==> config.mk <==
export PLATFORM = sky130hd
export DESIGN_NAME = ramp_dac_driver
export DESIGN_NICKNAME = d
export VERILOG_FILES = /design/src/rtl/ramp_dac_pkg.sv /design/src/rtl/ramp_therm_enc.sv /design/src/rtl/ramp_code_seq.sv /design/src/rtl/ramp_dac_driver.sv
export SDC_FILE = /design/constraint.sdc
export NUM_CORES = 1
export LEC_CHECK = 0
export ABC_AREA = 1
export CAP_MARGIN = 20
export CORE_MARGIN = 2
export CORE_UTILIZATION = 44
export CTS_CLUSTER_DIAMETER = 80
export DETAILED_ROUTE_END_ITERATION = 8
export PLACE_DENSITY = 0.72
export SETUP_SLACK_MARGIN = 0.05
export SLEW_MARGIN = 0
export SYNTH_ARGS = -nofsm -noshare
export SYNTH_HDL_FRONTEND = slang
export SYNTH_HIERARCHICAL = 1
export SYNTH_SLANG_ARGS = --single-unit
==> constraint.sdc <==
create_clock -name clk -period 2.45 [get_ports clk]
set_input_delay 0.6125 -clock clk [delete_from_list [all_inputs] [get_ports clk]]
set_output_delay 0.6125 -clock clk [all_outputs]
set_load 0.05 [all_outputs]
==> src/rtl/ramp_dac_pkg.sv <==
package ramp_dac_pkg;
  typedef enum logic [1:0] {
    MD_HOLD  = 2'd0,
    MD_SWEEP = 2'd1,
    MD_TEST  = 2'd2,
    MD_SPARE = 2'd3
  } ramp_mode_e;
endpackage

==> src/rtl/ramp_therm_enc.sv <==
module ramp_therm_enc #(
  parameter int SEG_W = 6
) (
  input  logic [SEG_W-1:0]        seg,
  output logic [(2**SEG_W)-2:0]   word
);
  localparam int BITS = (2**SEG_W) - 1;

  for (genvar j = 0; j < BITS; j++) begin : g_bit
    assign word[j] = (seg > SEG_W'(j));
  end
endmodule

==> src/rtl/ramp_code_seq.sv <==
module ramp_code_seq
  import ramp_dac_pkg::*;
#(
  parameter int CODE_W = 12,
  parameter int SEC_W  = 3
) (
  input  logic              clk,
  input  logic              rst,
  input  logic [1:0]        mode,
  input  logic              start,
  input  logic [SEC_W-1:0]  test_sec,
  input  logic [CODE_W-1:0] ext_len,
  output logic [CODE_W-1:0] code_nxt,
  output logic [CODE_W-1:0] code,
  output logic              ramp_end
);
  localparam int FINE_W = CODE_W - SEC_W;
  localparam logic [CODE_W-1:0] FULL = '1;
  localparam logic [CODE_W-1:0] TOP_BASE = CODE_W'(((2**SEC_W) - 1) * (2**FINE_W));
  localparam logic [CODE_W-1:0] HALF_SEC = CODE_W'(2**(FINE_W-1));

  ramp_mode_e   md;
  logic         running, run_nxt, end_nxt;
  logic [CODE_W-1:0] start_code, test_code, inc_code;

  assign md         = ramp_mode_e'(mode);
  assign start_code = (ext_len > TOP_BASE) ? '0 : (TOP_BASE - ext_len);
  assign test_code  = {test_sec, {FINE_W{1'b0}}} + HALF_SEC;
  assign inc_code   = code + CODE_W'(1);

  always_comb begin
    code_nxt = code;
    run_nxt  = running;
    end_nxt  = 1'b0;
    unique case (md)
      MD_SWEEP: begin
        if (start) begin
          code_nxt = start_code;
          run_nxt  = 1'b1;
        end else if (running) begin
          code_nxt = inc_code;
          if (inc_code == FULL) begin
            end_nxt = 1'b1;
            run_nxt = 1'b0;
          end
        end
      end
      MD_TEST: begin
        code_nxt = test_code;
        run_nxt  = 1'b0;
      end
      default: begin
        code_nxt = FULL;
        run_nxt  = 1'b0;
      end
    endcase
  end

  always_ff @(posedge clk) begin
    if (rst) begin
      code     <= FULL;
      running  <= 1'b0;
      ramp_end <= 1'b0;
    end else begin
      code     <= code_nxt;
      running  <= run_nxt;
      ramp_end <= end_nxt;
    end
  end

  // hold mode pins full scale
  p_hold_full_r4: assert property (@(posedge clk) disable iff (rst)
    (mode == 2'd0) |=> (code == FULL && !ramp_end));

  // an active sweep advances by one
  p_sweep_step_r6: assert property (@(posedge clk) disable iff (rst)
    (running && mode == 2'd1 && !start) |=> (code == $past(code) + CODE_W'(1)));

  // end flag only at full scale and only for one cycle
  p_end_full_r8: assert property (@(posedge clk) disable iff (rst)
    ramp_end |-> (code == FULL));
  p_end_pulse_r8: assert property (@(posedge clk) disable iff (rst)
    ramp_end |=> !ramp_end);

  // test mode lands on a section midpoint
  p_test_mid_r9: assert property (@(posedge clk) disable iff (rst)
    (mode == 2'd2) |=> (code[FINE_W-1:0] == HALF_SEC[FINE_W-1:0]));
endmodule

==> src/rtl/ramp_dac_driver.sv <==
module ramp_dac_driver #(
  parameter int LSB_W = 6,
  parameter int MSB_W = 6,
  parameter int SEC_W = 3
) (
  input  logic                     clk,
  input  logic                     rst,
  input  logic [1:0]               mode,
  input  logic                     start,
  input  logic [SEC_W-1:0]         test_sec,
  input  logic [LSB_W+MSB_W-1:0]   ext_len,
  output logic [(2**LSB_W)-2:0]    therm_lo,
  output logic [(2**MSB_W)-2:0]    therm_hi,
  output logic [LSB_W+MSB_W-1:0]   code,
  output logic                     ramp_end
);
  localparam int CODE_W = LSB_W + MSB_W;
  localparam int LO_BITS = (2**LSB_W) - 1;
  localparam int HI_BITS = (2**MSB_W) - 1;

  logic [CODE_W-1:0]  code_nxt;
  logic [LO_BITS-1:0] lo_word;
  logic [HI_BITS-1:0] hi_word;

  ramp_code_seq #(.CODE_W(CODE_W), .SEC_W(SEC_W)) u_seq (
    .clk      (clk),
    .rst      (rst),
    .mode     (mode),
    .start    (start),
    .test_sec (test_sec),
    .ext_len  (ext_len),
    .code_nxt (code_nxt),
    .code     (code),
    .ramp_end (ramp_end)
  );

  ramp_therm_enc #(.SEG_W(LSB_W)) u_enc_lo (
    .seg  (code_nxt[LSB_W-1:0]),
    .word (lo_word)
  );

  ramp_therm_enc #(.SEG_W(MSB_W)) u_enc_hi (
    .seg  (code_nxt[CODE_W-1:LSB_W]),
    .word (hi_word)
  );

  always_ff @(posedge clk) begin
    if (rst) begin
      therm_lo <= '1;
      therm_hi <= '1;
    end else begin
      therm_lo <= lo_word;
      therm_hi <= hi_word;
    end
  end

  // unary words carry as many ones as their segment value
  p_lo_count_r2: assert property (@(posedge clk) disable iff (rst)
    ($countones(therm_lo) == int'(code[LSB_W-1:0])));
  p_hi_count_r3: assert property (@(posedge clk) disable iff (rst)
    ($countones(therm_hi) == int'(code[CODE_W-1:LSB_W])));

  // a single switch moves per unit step away from the low wrap
  p_one_switch_r7: assert property (@(posedge clk) disable iff (rst)
    ((code == $past(code) + CODE_W'(1)) && (code[LSB_W-1:0] != '0))
      |-> ($countones({therm_hi, therm_lo} ^ $past({therm_hi, therm_lo})) == 1));
endmodule

; ---- After elaboration in Yosys (flattened, before gate mapping)
; Index checks and enable logic that the tools add are counted.
[classes]
addsub = 3
bitwise_logic = 2
n_reduce_logical = 2
n_eq_ne = 3
order_cmp = 127
n_mux = 8
[ops]
columns = op, count
row1 = "6-bit > comparator, second input constant", 62
row2 = "6-bit by 5-bit > comparator with 1-bit output, second input constant", 32
row3 = "6-bit by 4-bit > comparator with 1-bit output, second input constant", 16
row4 = "6-bit by 3-bit > comparator with 1-bit output, second input constant", 8
row5 = 12-bit two-way mux, 3
row6 = "6-bit by 1-bit > comparator with 1-bit output, second input constant", 4
row7 = "6-bit by 2-bit > comparator with 1-bit output, second input constant", 4
row8 = 12-bit one-hot mux with 2 select lines, 1
row9 = "12-bit by 1-bit adder with 12-bit output, second input constant", 1
row10 = "12-bit by 9-bit adder with 12-bit output, second input constant", 1
row11 = "12-bit == test, second input constant", 1
row12 = "12-bit > comparator, second input constant", 1
row13 = "12-bit subtractor, first input constant", 1
row14 = 1-bit two-way mux, 4
row15 = 4-bit OR reduction, 1
row16 = "2-bit by 1-bit == test with 1-bit output, second input constant", 1
row17 = "2-bit == test, second input constant", 1
row18 = 1-bit NOT, 2
row19 = 2-bit OR reduction, 1
[totals]
word_cells = 150
output_inout_bits = 139
input_bits = 20
reg_bits = 140

; ---- Logic depth before layout (Yosys ltp)
; Gate-level depths: netlist (run 1).
[depth]
depth_word = 5
mapped_depth = 19
depth_no_buf = 18

; ---- Modules after synthesis
; The synthesis (run 1) kept the hierarchy.
[modules_own_cells]
columns = module, n_inst, area_per_inst_um2, cells_each, seq_area_each_um2
row1 = ramp_dac_driver, 1, 3553.4, 392, 2522.4
row2 = ramp_code_seq, 1, 1375.1, 250, 280.3
row3 = ramp_therm_enc, 2, 655.6, 134, 0.0

; ---- Worst setup path after synthesis (run 1)
; Ideal clock, no wire load.
[synth_timing]
path_type = flip-flop to flip-flop
from = register u_seq.code[1]
to = register therm_hi[0]
setup_slack_ps = 52
arrival_ps = 2284
stages_incl_launch_ff = 18
setup_ps = 113
cell_sequence = dfxtp_1 -> ha_1 -> nand2_2 -> nor2_1 -> nand2_1 -> nand2_1 -> nand2_1 -> nand2_1 -> nand2_1 -> nand3_1 -> nand2_1 -> buf_6 -> nor2_4 -> inv_2 -> nor2_2 -> nand2_1 -> inv_1 -> nand2_1
[synth_via]
elab_chain_len = 5
[synth_rtl]
columns = element, line_no
row1 = from (decl), ramp_code_seq.sv:14  ; output logic [CODE_W-1:0] code,
row2 = from (signal assigned), ramp_code_seq.sv:65  ; code <= code_nxt;
row3 = 12-bit by 1-bit adder with 12-bit output, ramp_code_seq.sv:29  ; assign inc_code = code + CODE_W'(1);
row4 = 12-bit two-way mux, ramp_code_seq.sv:40  ; end else if (running) begin
row5 = 12-bit two-way mux, ramp_code_seq.sv:37  ; if (start) begin
row6 = 12-bit one-hot mux with 2 select lines, ramp_code_seq.sv:35  ; unique case (md)
row7 = named net code_nxt[10], ramp_dac_driver.sv:21  ; logic [CODE_W-1:0] code_nxt;
row8 = 6-bit by 1-bit > comparator with 1-bit output, ramp_therm_enc.sv:10  ; assign word[j] = (seg > SEG_W'(j));
row9 = named net hi_word[0], ramp_dac_driver.sv:23  ; logic [HI_BITS-1:0] hi_word;
row10 = to (signal assigned), ramp_dac_driver.sv:53  ; therm_hi <= hi_word;
row11 = to (decl), ramp_dac_driver.sv:13  ; output logic [(2**MSB_W)-2:0] therm_hi,
; The timed path passes the listed nets, and every way through them passes these cells.
; A chain may end at the register's enable or synchronous reset.

; ---- Worst setup path in the final report (run 1)
[layout_timing]
from = register u_seq.code[2]
to = output code[2]
[layout_lines]
columns = element, line_no
row1 = to (decl), ramp_dac_driver.sv:14  ; output logic [LSB_W+MSB_W-1:0] code,
; No word-level cell between the ends.

==> flow_summary.json, run 1 <==
{
  "cts_buffers": 17,
  "cpMaxStageDelayCell": "clkdlybuf4s50_1",
  "critPathCaptureType": "primary output",
  "max_freq_ghz": 0.426,
  "io_buffers": 158,
  "leakagePower_nw": 5.15,
  "synthDistinctLibCells": 32,
  "cap_violations": 0,
  "path_delay_family": "buffers and inverters",
  "htreeDepth": 4,
  "finalSetupViolations": 0,
  "row_count": 43,
  "synth_area_um2": 6240,
  "grt_setup_unrepaired": "true",
  "clkTransAtPathRegs_ns": 0.06,
  "cp.arrival_ns": 1.73,
  "status": "completed",
  "crit_chain": "clkdlybuf4s50_1",
  "grt_pass1_wl_um": 28300,
  "synthToLayoutAreaGrowth_pct": 58.9,
  "initial_core_util_pct": 45.0,
  "p_per_area_nw_per_um2": 743,
  "pre_cts_ws_ns": -0.742,
  "ios": 159,
  "worstPathRequired_ns": 1.84,
  "grt_max_degree": 127,
  "fin_ws_ns": 0.104,
  "synth_cells": 910,
  "ir_drop_mv": 0.463,
  "drive_gt1_share_pct": 24.9,
  "ys_ff_latch": 140,
  "die_w_um": 123,
  "num_vias": 6306,
  "dieHeight_um": 123,
  "holdWs_ns": 0.677,
  "antenna_found_initial": 0,
  "hpwl_um": 13100,
  "layout_commonest_cell": "nand2_1",
  "slew_headroom_pct": 62.4,
  "viasPerCell": 4.57,
  "yosysSeqAreaShare_pct": 44.9,
  "worst_hold_path_type": "reg2reg",
  "nNetsFinal": 1212,
  "finalMaxSlewViolations": 0,
  "worst_pin_slew_ns": 0.562,
  "cts.sinks": 140,
  "path_class": "reg2out",
  "drt_pass1_iterations": 4,
  "drc": 0,
  "startpoint_type": "flip-flop",
  "gp_congestion": 0.894,
  "diodes": 0,
  "drt_iter0_drc": 434,
  "fin_crit_sh_pct": 95.8,
  "grt_pass1_vias": 5855,
  "syn-num-nets": 935,
  "cpPeakStageDelay_ns": 0.87,
  "dieArea_um2": 15100,
  "cts_tree": "yes",
  "hold_buffers": 0,
  "ant_nets": 0,
  "clk_latency_ns": 0.41,
  "layout_common_cells": "259 x nand2_1, 178 x inv_1, 151 x clkdlybuf4s50_1",
  "path_buf_inv": 1,
  "hold_violations": 0,
  "power.total_w": 0.00736,
  "syn_avg_cell_area_um2": 6.86,
  "crit_fanout": 6,
  "fin_skew_ns": 0.00708,
  "min_period_ns": 2.35,
  "gr-usage-all-layers_pct": 24.3,
  "coreArea_um2": 13900,
  "grt_overflow": 0,
  "clock_path_buffers": 2,
  "clock-root-buffer": "clkbuf_16",
  "wl_per_cell_um": 13.4,
  "yosys_warnings": 6,
  "routed_wl_um": 18500
}
## routing by layer
metal / track usage [%] / part of all wire [%] / vias to the layer above
li1: - / - / 3260
met1: 28.8 / 42 / 2841
met2: 42.9 / 51 / 171
met3: 4.70 / 4.5 / 34
met4: 9.73 / 2.4 / 0
met5: 0 / 0 / -
## what timing repair did
item | in CTS | in global routing
setup buffers | 12 | 17
gates resized for setup | 47 | 97
endpoints found under the setup margin | 124 | 115
pin swaps | 8 | 28
## flip-flops by register name, summed over array words and instances, names as in the netlist
name	flops
therm_hi	63
therm_lo	63
u_seq/code	12
u_seq/ramp_end	1
u_seq/running	1
## final cells by class
type,instances,area [um2]
inverter,200,767
fill,1173,3970
clock inverter,11,135
sequential,140,2810
multi-input combinational,535,2840
clock buffer,21,460
timing repair buffer,293,2680
tap,180,225
## final timing paths
check / slack, ns / cells after the start / from / end
setup / recovery: 0.10 / 1 / u_seq/code[2]$_SDFF_PP1_ / code[2]
hold / removal: 0.68 / 3 / u_seq/running$_SDFF_PP0_ / u_seq/ramp_end$_SDFF_PP0_
setup reg to reg: 0.20 / 18 / u_seq/code[1]$_SDFF_PP1_ / therm_hi[54]$_SDFF_PP1_
hold reg to reg: 0.68 / 3 / u_seq/running$_SDFF_PP0_ / u_seq/ramp_end$_SDFF_PP0_
## power breakdown
| part | total, W | switching (W) | internal, W |
|---|---|---|---|
| Clock | 0.00257 | 0.000998 | 0.00157 |
| Sequential | 0.00252 | 0.0000702 | 0.00245 |
| Combinational | 0.00227 | 0.00145 | 0.000822 |
## per-stage QoR
step	std cells	util [%]	setup TNS, ns	cell area [um2]
2_1_floorplan	910	-	0	6240
3_3_place_gp	1319	62.4	-69.69	8660
3_5_place_dp	1319	62.4	-74.63	8660
4_1_cts	1363	68.1	0	9460
5_1_grt	1380	71.4	-0.623	9910
6_report	1380	71.4	0	9910
## cells in the mapped netlist
master | instances | area, um2
nand2_1 | 295 | 1110
inv_1 | 187 | 702
dfxtp_1 | 140 | 2800
nor2_1 | 54 | 203
nand3_1 | 48 | 240
o21ai_0 | 46 | 230
a21oi_1 | 30 | 150
buf_2 | 13 | 65.1
inv_2 | 11 | 41.3
buf_4 | 10 | 75.1
nor2_2 | 10 | 62.6
clkbuf_1 | 6 | 22.5
o21ai_2 | 6 | 52.6
buf_6 | 5 | 56.3
ha_1 | 5 | 62.6
nand2_2 | 5 | 31.3
nand4_1 | 5 | 31.3
o211ai_1 | 5 | 37.5
nand2_4 | 4 | 45.0
nor2_4 | 4 | 45.0
o21ai_1 | 4 | 20.0
a21oi_2 | 2 | 17.5
a31oi_1 | 2 | 12.5
clkinv_4 | 2 | 17.5
nand2_8 | 2 | 40.0
nand3b_1 | 2 | 15.0
xor2_1 | 2 | 17.5
buf_1 | 1 | 3.75
nand3_2 | 1 | 10.0
o21bai_1 | 1 | 7.51
or2_2 | 1 | 6.26
xnor2_1 | 1 | 8.76
## cells by family (layout without fill, tap and decap cells)
family                     count (synthesis)  count (layout)  synth area share, %
buffers and inverters                    235             525                 15.8
AOI/OAI and AO/OA                         96              96                 8.46
xor gates and xnor gates                   3               3                0.421
DFF                                      140             140                 44.9
adders and majority gates                  5               5                 1.00
and+or+nand+nor                          431             431                 29.4
No activity file was read; power rests on OpenSTA's default activity.
==> run 2, diff against run 1 <==
--- a/config.mk
+++ b/config.mk
@@ -7,11 +7,14 @@
 export LEC_CHECK = 0
 export ABC_AREA = 1
 export CAP_MARGIN = 20
+export CELL_PAD_IN_SITES_DETAIL_PLACEMENT = 1
+export CELL_PAD_IN_SITES_GLOBAL_PLACEMENT = 2
 export CORE_MARGIN = 2
-export CORE_UTILIZATION = 44
+export CORE_UTILIZATION = 24
 export CTS_CLUSTER_DIAMETER = 80
 export DETAILED_ROUTE_END_ITERATION = 8
-export PLACE_DENSITY = 0.72
+export GPL_ROUTABILITY_DRIVEN = 0
+export PLACE_DENSITY = 0.73
 export SETUP_SLACK_MARGIN = 0.05
 export SLEW_MARGIN = 0
 export SYNTH_ARGS = -nofsm -noshare
==> run 2 against run 1 <==
Effect of this change:
- global-route usage fell by 7.8 points
- worst hold slack got worse by 0.0067 ns
- first-iteration DRC count is 61% lower
- non-clock buffer count is 2 higher
- sequential share of layout area shrank 1.6 points
- clock skew is 0.0058 ns higher
- flip-flop and latch count unchanged
- critical endpoint is now code[3]
- largest power group unchanged
==> flow_summary.json, run 2 (same netlist as run 1, synthesis figures left out) <==
{
  "status": "completed",
  "drt_iter0_drc": 171,
  "finalMaxSlewViolations": 0,
  "ios": 159,
  "switching_share_pct": 32.8,
  "dieHeight_um": 165,
  "dieArea_um2": 27300,
  "p_per_area_nw_per_um2": 756,
  "top_usage_layer": "met2",
  "critPathCaptureType": "primary output",
  "clk_latency_ns": 0.43,
  "row_count": 59,
  "min_period_ns": 2.35,
  "hpwl_um": 16300,
  "p_sw_w": 0.00260,
  "worstPathRequired_ns": 1.84,
  "cpMaxStageDelayCell": "clkdlybuf4s50_1",
  "fin_skew_ns": 0.0128,
  "initial_core_util_pct": 24.2,
  "drc": 0,
  "r2r-end": "therm_lo[6]$_SDFF_PP1_",
  "startpoint_type": "flip-flop",
  "viasPerCell": 4.13,
  "htreeDepth": 4,
  "final_cell_count_no_fill": 1538,
  "use_met3_pct": 3.97,
  "clkPwrFrac_pct": 38.1,
  "cts.sinks": 140,
  "clock-root-buffer": "clkbuf_16",
  "cp.arrival_ns": 1.73,
  "p_int_w": 0.00533,
  "ant_nets": 0,
  "gr-usage-all-layers_pct": 16.5,
  "path_class": "reg2out",
  "wl_per_cell_um": 14.3,
  "layout_commonest_cell": "nand2_1",
  "ir_drop_mv": 0.375,
  "io_buffers": 158,
  "fin_ws_ns": 0.104,
  "min_to": "u_seq/ramp_end$_SDFF_PP0_",
  "fin_crit_sh_pct": 95.7,
  "slew_headroom_pct": 61.1,
  "layout_common_cells": "249 x nand2_1, 177 x inv_1, 143 x clkdlybuf4s50_1",
  "grt_setup_unrepaired": "false",
  "crit_fanout": 3,
  "clkTransAtPathRegs_ns": 0.06,
  "antenna_found_initial": 0,
  "finalSetupViolations": 0,
  "leakagePower_nw": 5.36,
  "worst_pin_slew_ns": 0.582,
  "grt_max_degree": 43,
  "cap_violations": 0,
  "drt_pass1_iterations": 4,
  "holdWs_ns": 0.670,
  "grt_pass1_vias": 6719,
  "fin_area_um2": 10500,
  "synthToLayoutAreaGrowth_pct": 68.0,
  "seqPwrFrac_pct": 31.9,
  "regToRegSetupSlack_ns": 0.27,
  "cpPeakStageDelay_ns": 0.80,
  "path_buf_inv": 2,
  "combPwrFrac_pct": 30.1,
  "worst_hold_path_type": "reg2reg",
  "met1_usage_pct": 19.7,
  "routed_wl_um": 22000,
  "hold_violations": 0,
  "clock_path_buffers": 2,
  "final_util_pct": 40.7,
  "grt_pass1_wl_um": 34600,
  "rr_worst_depth": 14,
  "path_delay_family": "buffers and inverters",
  "num_vias": 6352,
  "drive_gt1_share_pct": 27.3,
  "hold_depth": 3,
  "coreArea_um2": 25800,
  "cts_tree": "yes",
  "hold_buffers": 0,
  "crit_chain": "buf_4, clkdlybuf4s50_1",
  "dp.cells": 1480,
  "grt_overflow": 0,
  "die_w_um": 165,
  "diodes": 0,
  "min_from": "u_seq/running$_SDFF_PP0_",
  "max_freq_ghz": 0.426,
  "met2_usage_pct": 28.8,
  "top_regs": "therm_hi x63, therm_lo x63, u_seq/code x12",
  "cts_buffers": 17,
  "placedInstanceArea_um2": 8920,
  "pre_cts_ws_ns": -0.949,
  "nNetsFinal": 1215,
  "r2r_start": "u_seq/code[2]$_SDFF_PP1_"
}
run 2: cell count changes in the layout (fill, tap and decap cells not counted), sizes merged:
cell | before | now
dlymetal6s2s | 4 | 12
clkbuf | 21 | 24
inv | 201 | 198
or2 | 1 | 2
dlygate4sd2 | 2 | 1
clkdlybuf4s50 | 151 | 143
clkinvlp | 2 | 0
clkdlybuf4s15 | 1 | 0
buf | 135 | 137
bufinv | 2 | 6
run 2: metal layers:
metal / up-vias / part of all wire (%)
met4: 0 / 1.7
met3: 20 / 4.4
met1: 2953 / 45
met2: 119 / 49
met5: - / 0
li1: 3260 / -
run 2: how the worst max path moves through the flow:
stage                             start  slack [ns]  cells after the start                       to
4_1_cts        u_seq/code[2]$_SDFF_PP1_        0.06                      2                  code[2]
5_1_grt                           start        0.04                     15  therm_lo[56]$_SDFF_PP1_
6_report       u_seq/code[3]$_SDFF_PP1_        0.10                      2                  code[3]
3_3_place_gp                 ext_len[0]       -0.88                     19  therm_hi[56]$_SDFF_PP1_
3_5_place_dp                 ext_len[0]       -0.95                     18  therm_lo[38]$_SDFF_PP1_
2_1_floorplan  u_seq/code[1]$_SDFF_PP1_        0.05                     17   therm_hi[0]$_SDFF_PP1_
run 2: stage by stage:
stage	TNS, ns	total power, W
floorplan	0	0.00388
global placement	-87.54	0.00471
detailed placement	-100.01	0.00471
CTS	0	0.00791
global route	0	0.00830
finish	0	0.00793
run 2: repair_timing:
action,CTS,global route
endpoints found under the setup margin,124,127
cloned,1,1
resized for setup,120,103
buffers inserted,12,12
pin swaps,19,23
run 2: power groups by stage:
| stage | Combinational (W) | Clock, W | Sequential (W) |
|---|---|---|---|
| 2_1_floorplan | 0.000710 | 0 | 0.00317 |
| 4_1_cts | 0.00230 | 0.00309 | 0.00253 |
| 6_report | 0.00239 | 0.00302 | 0.00253 |
| 5_1_grt | 0.00258 | 0.00318 | 0.00254 |
| 3_3_place_gp | 0.00213 | 0 | 0.00258 |
| 3_5_place_dp | 0.00214 | 0 | 0.00258 |
run 2: worst min-delay path, stage by stage, from the launching register on:
cell and delay (ns):
dfxtp_1 0.31, buf_4 0.18, nand3_1 0.09, nor2_1 0.04
run 2: area by class of cell:
class                           instances  area, um2
Multi-Input combinational cell        536       3010
Timing Repair Buffer                  295       2780
Sequential cell                       140       2800
Tap cell                              335        419
Inverter                              200        777
Fill cell                            3124      15300
Clock buffer                           22        484
Clock inverter                         10        208
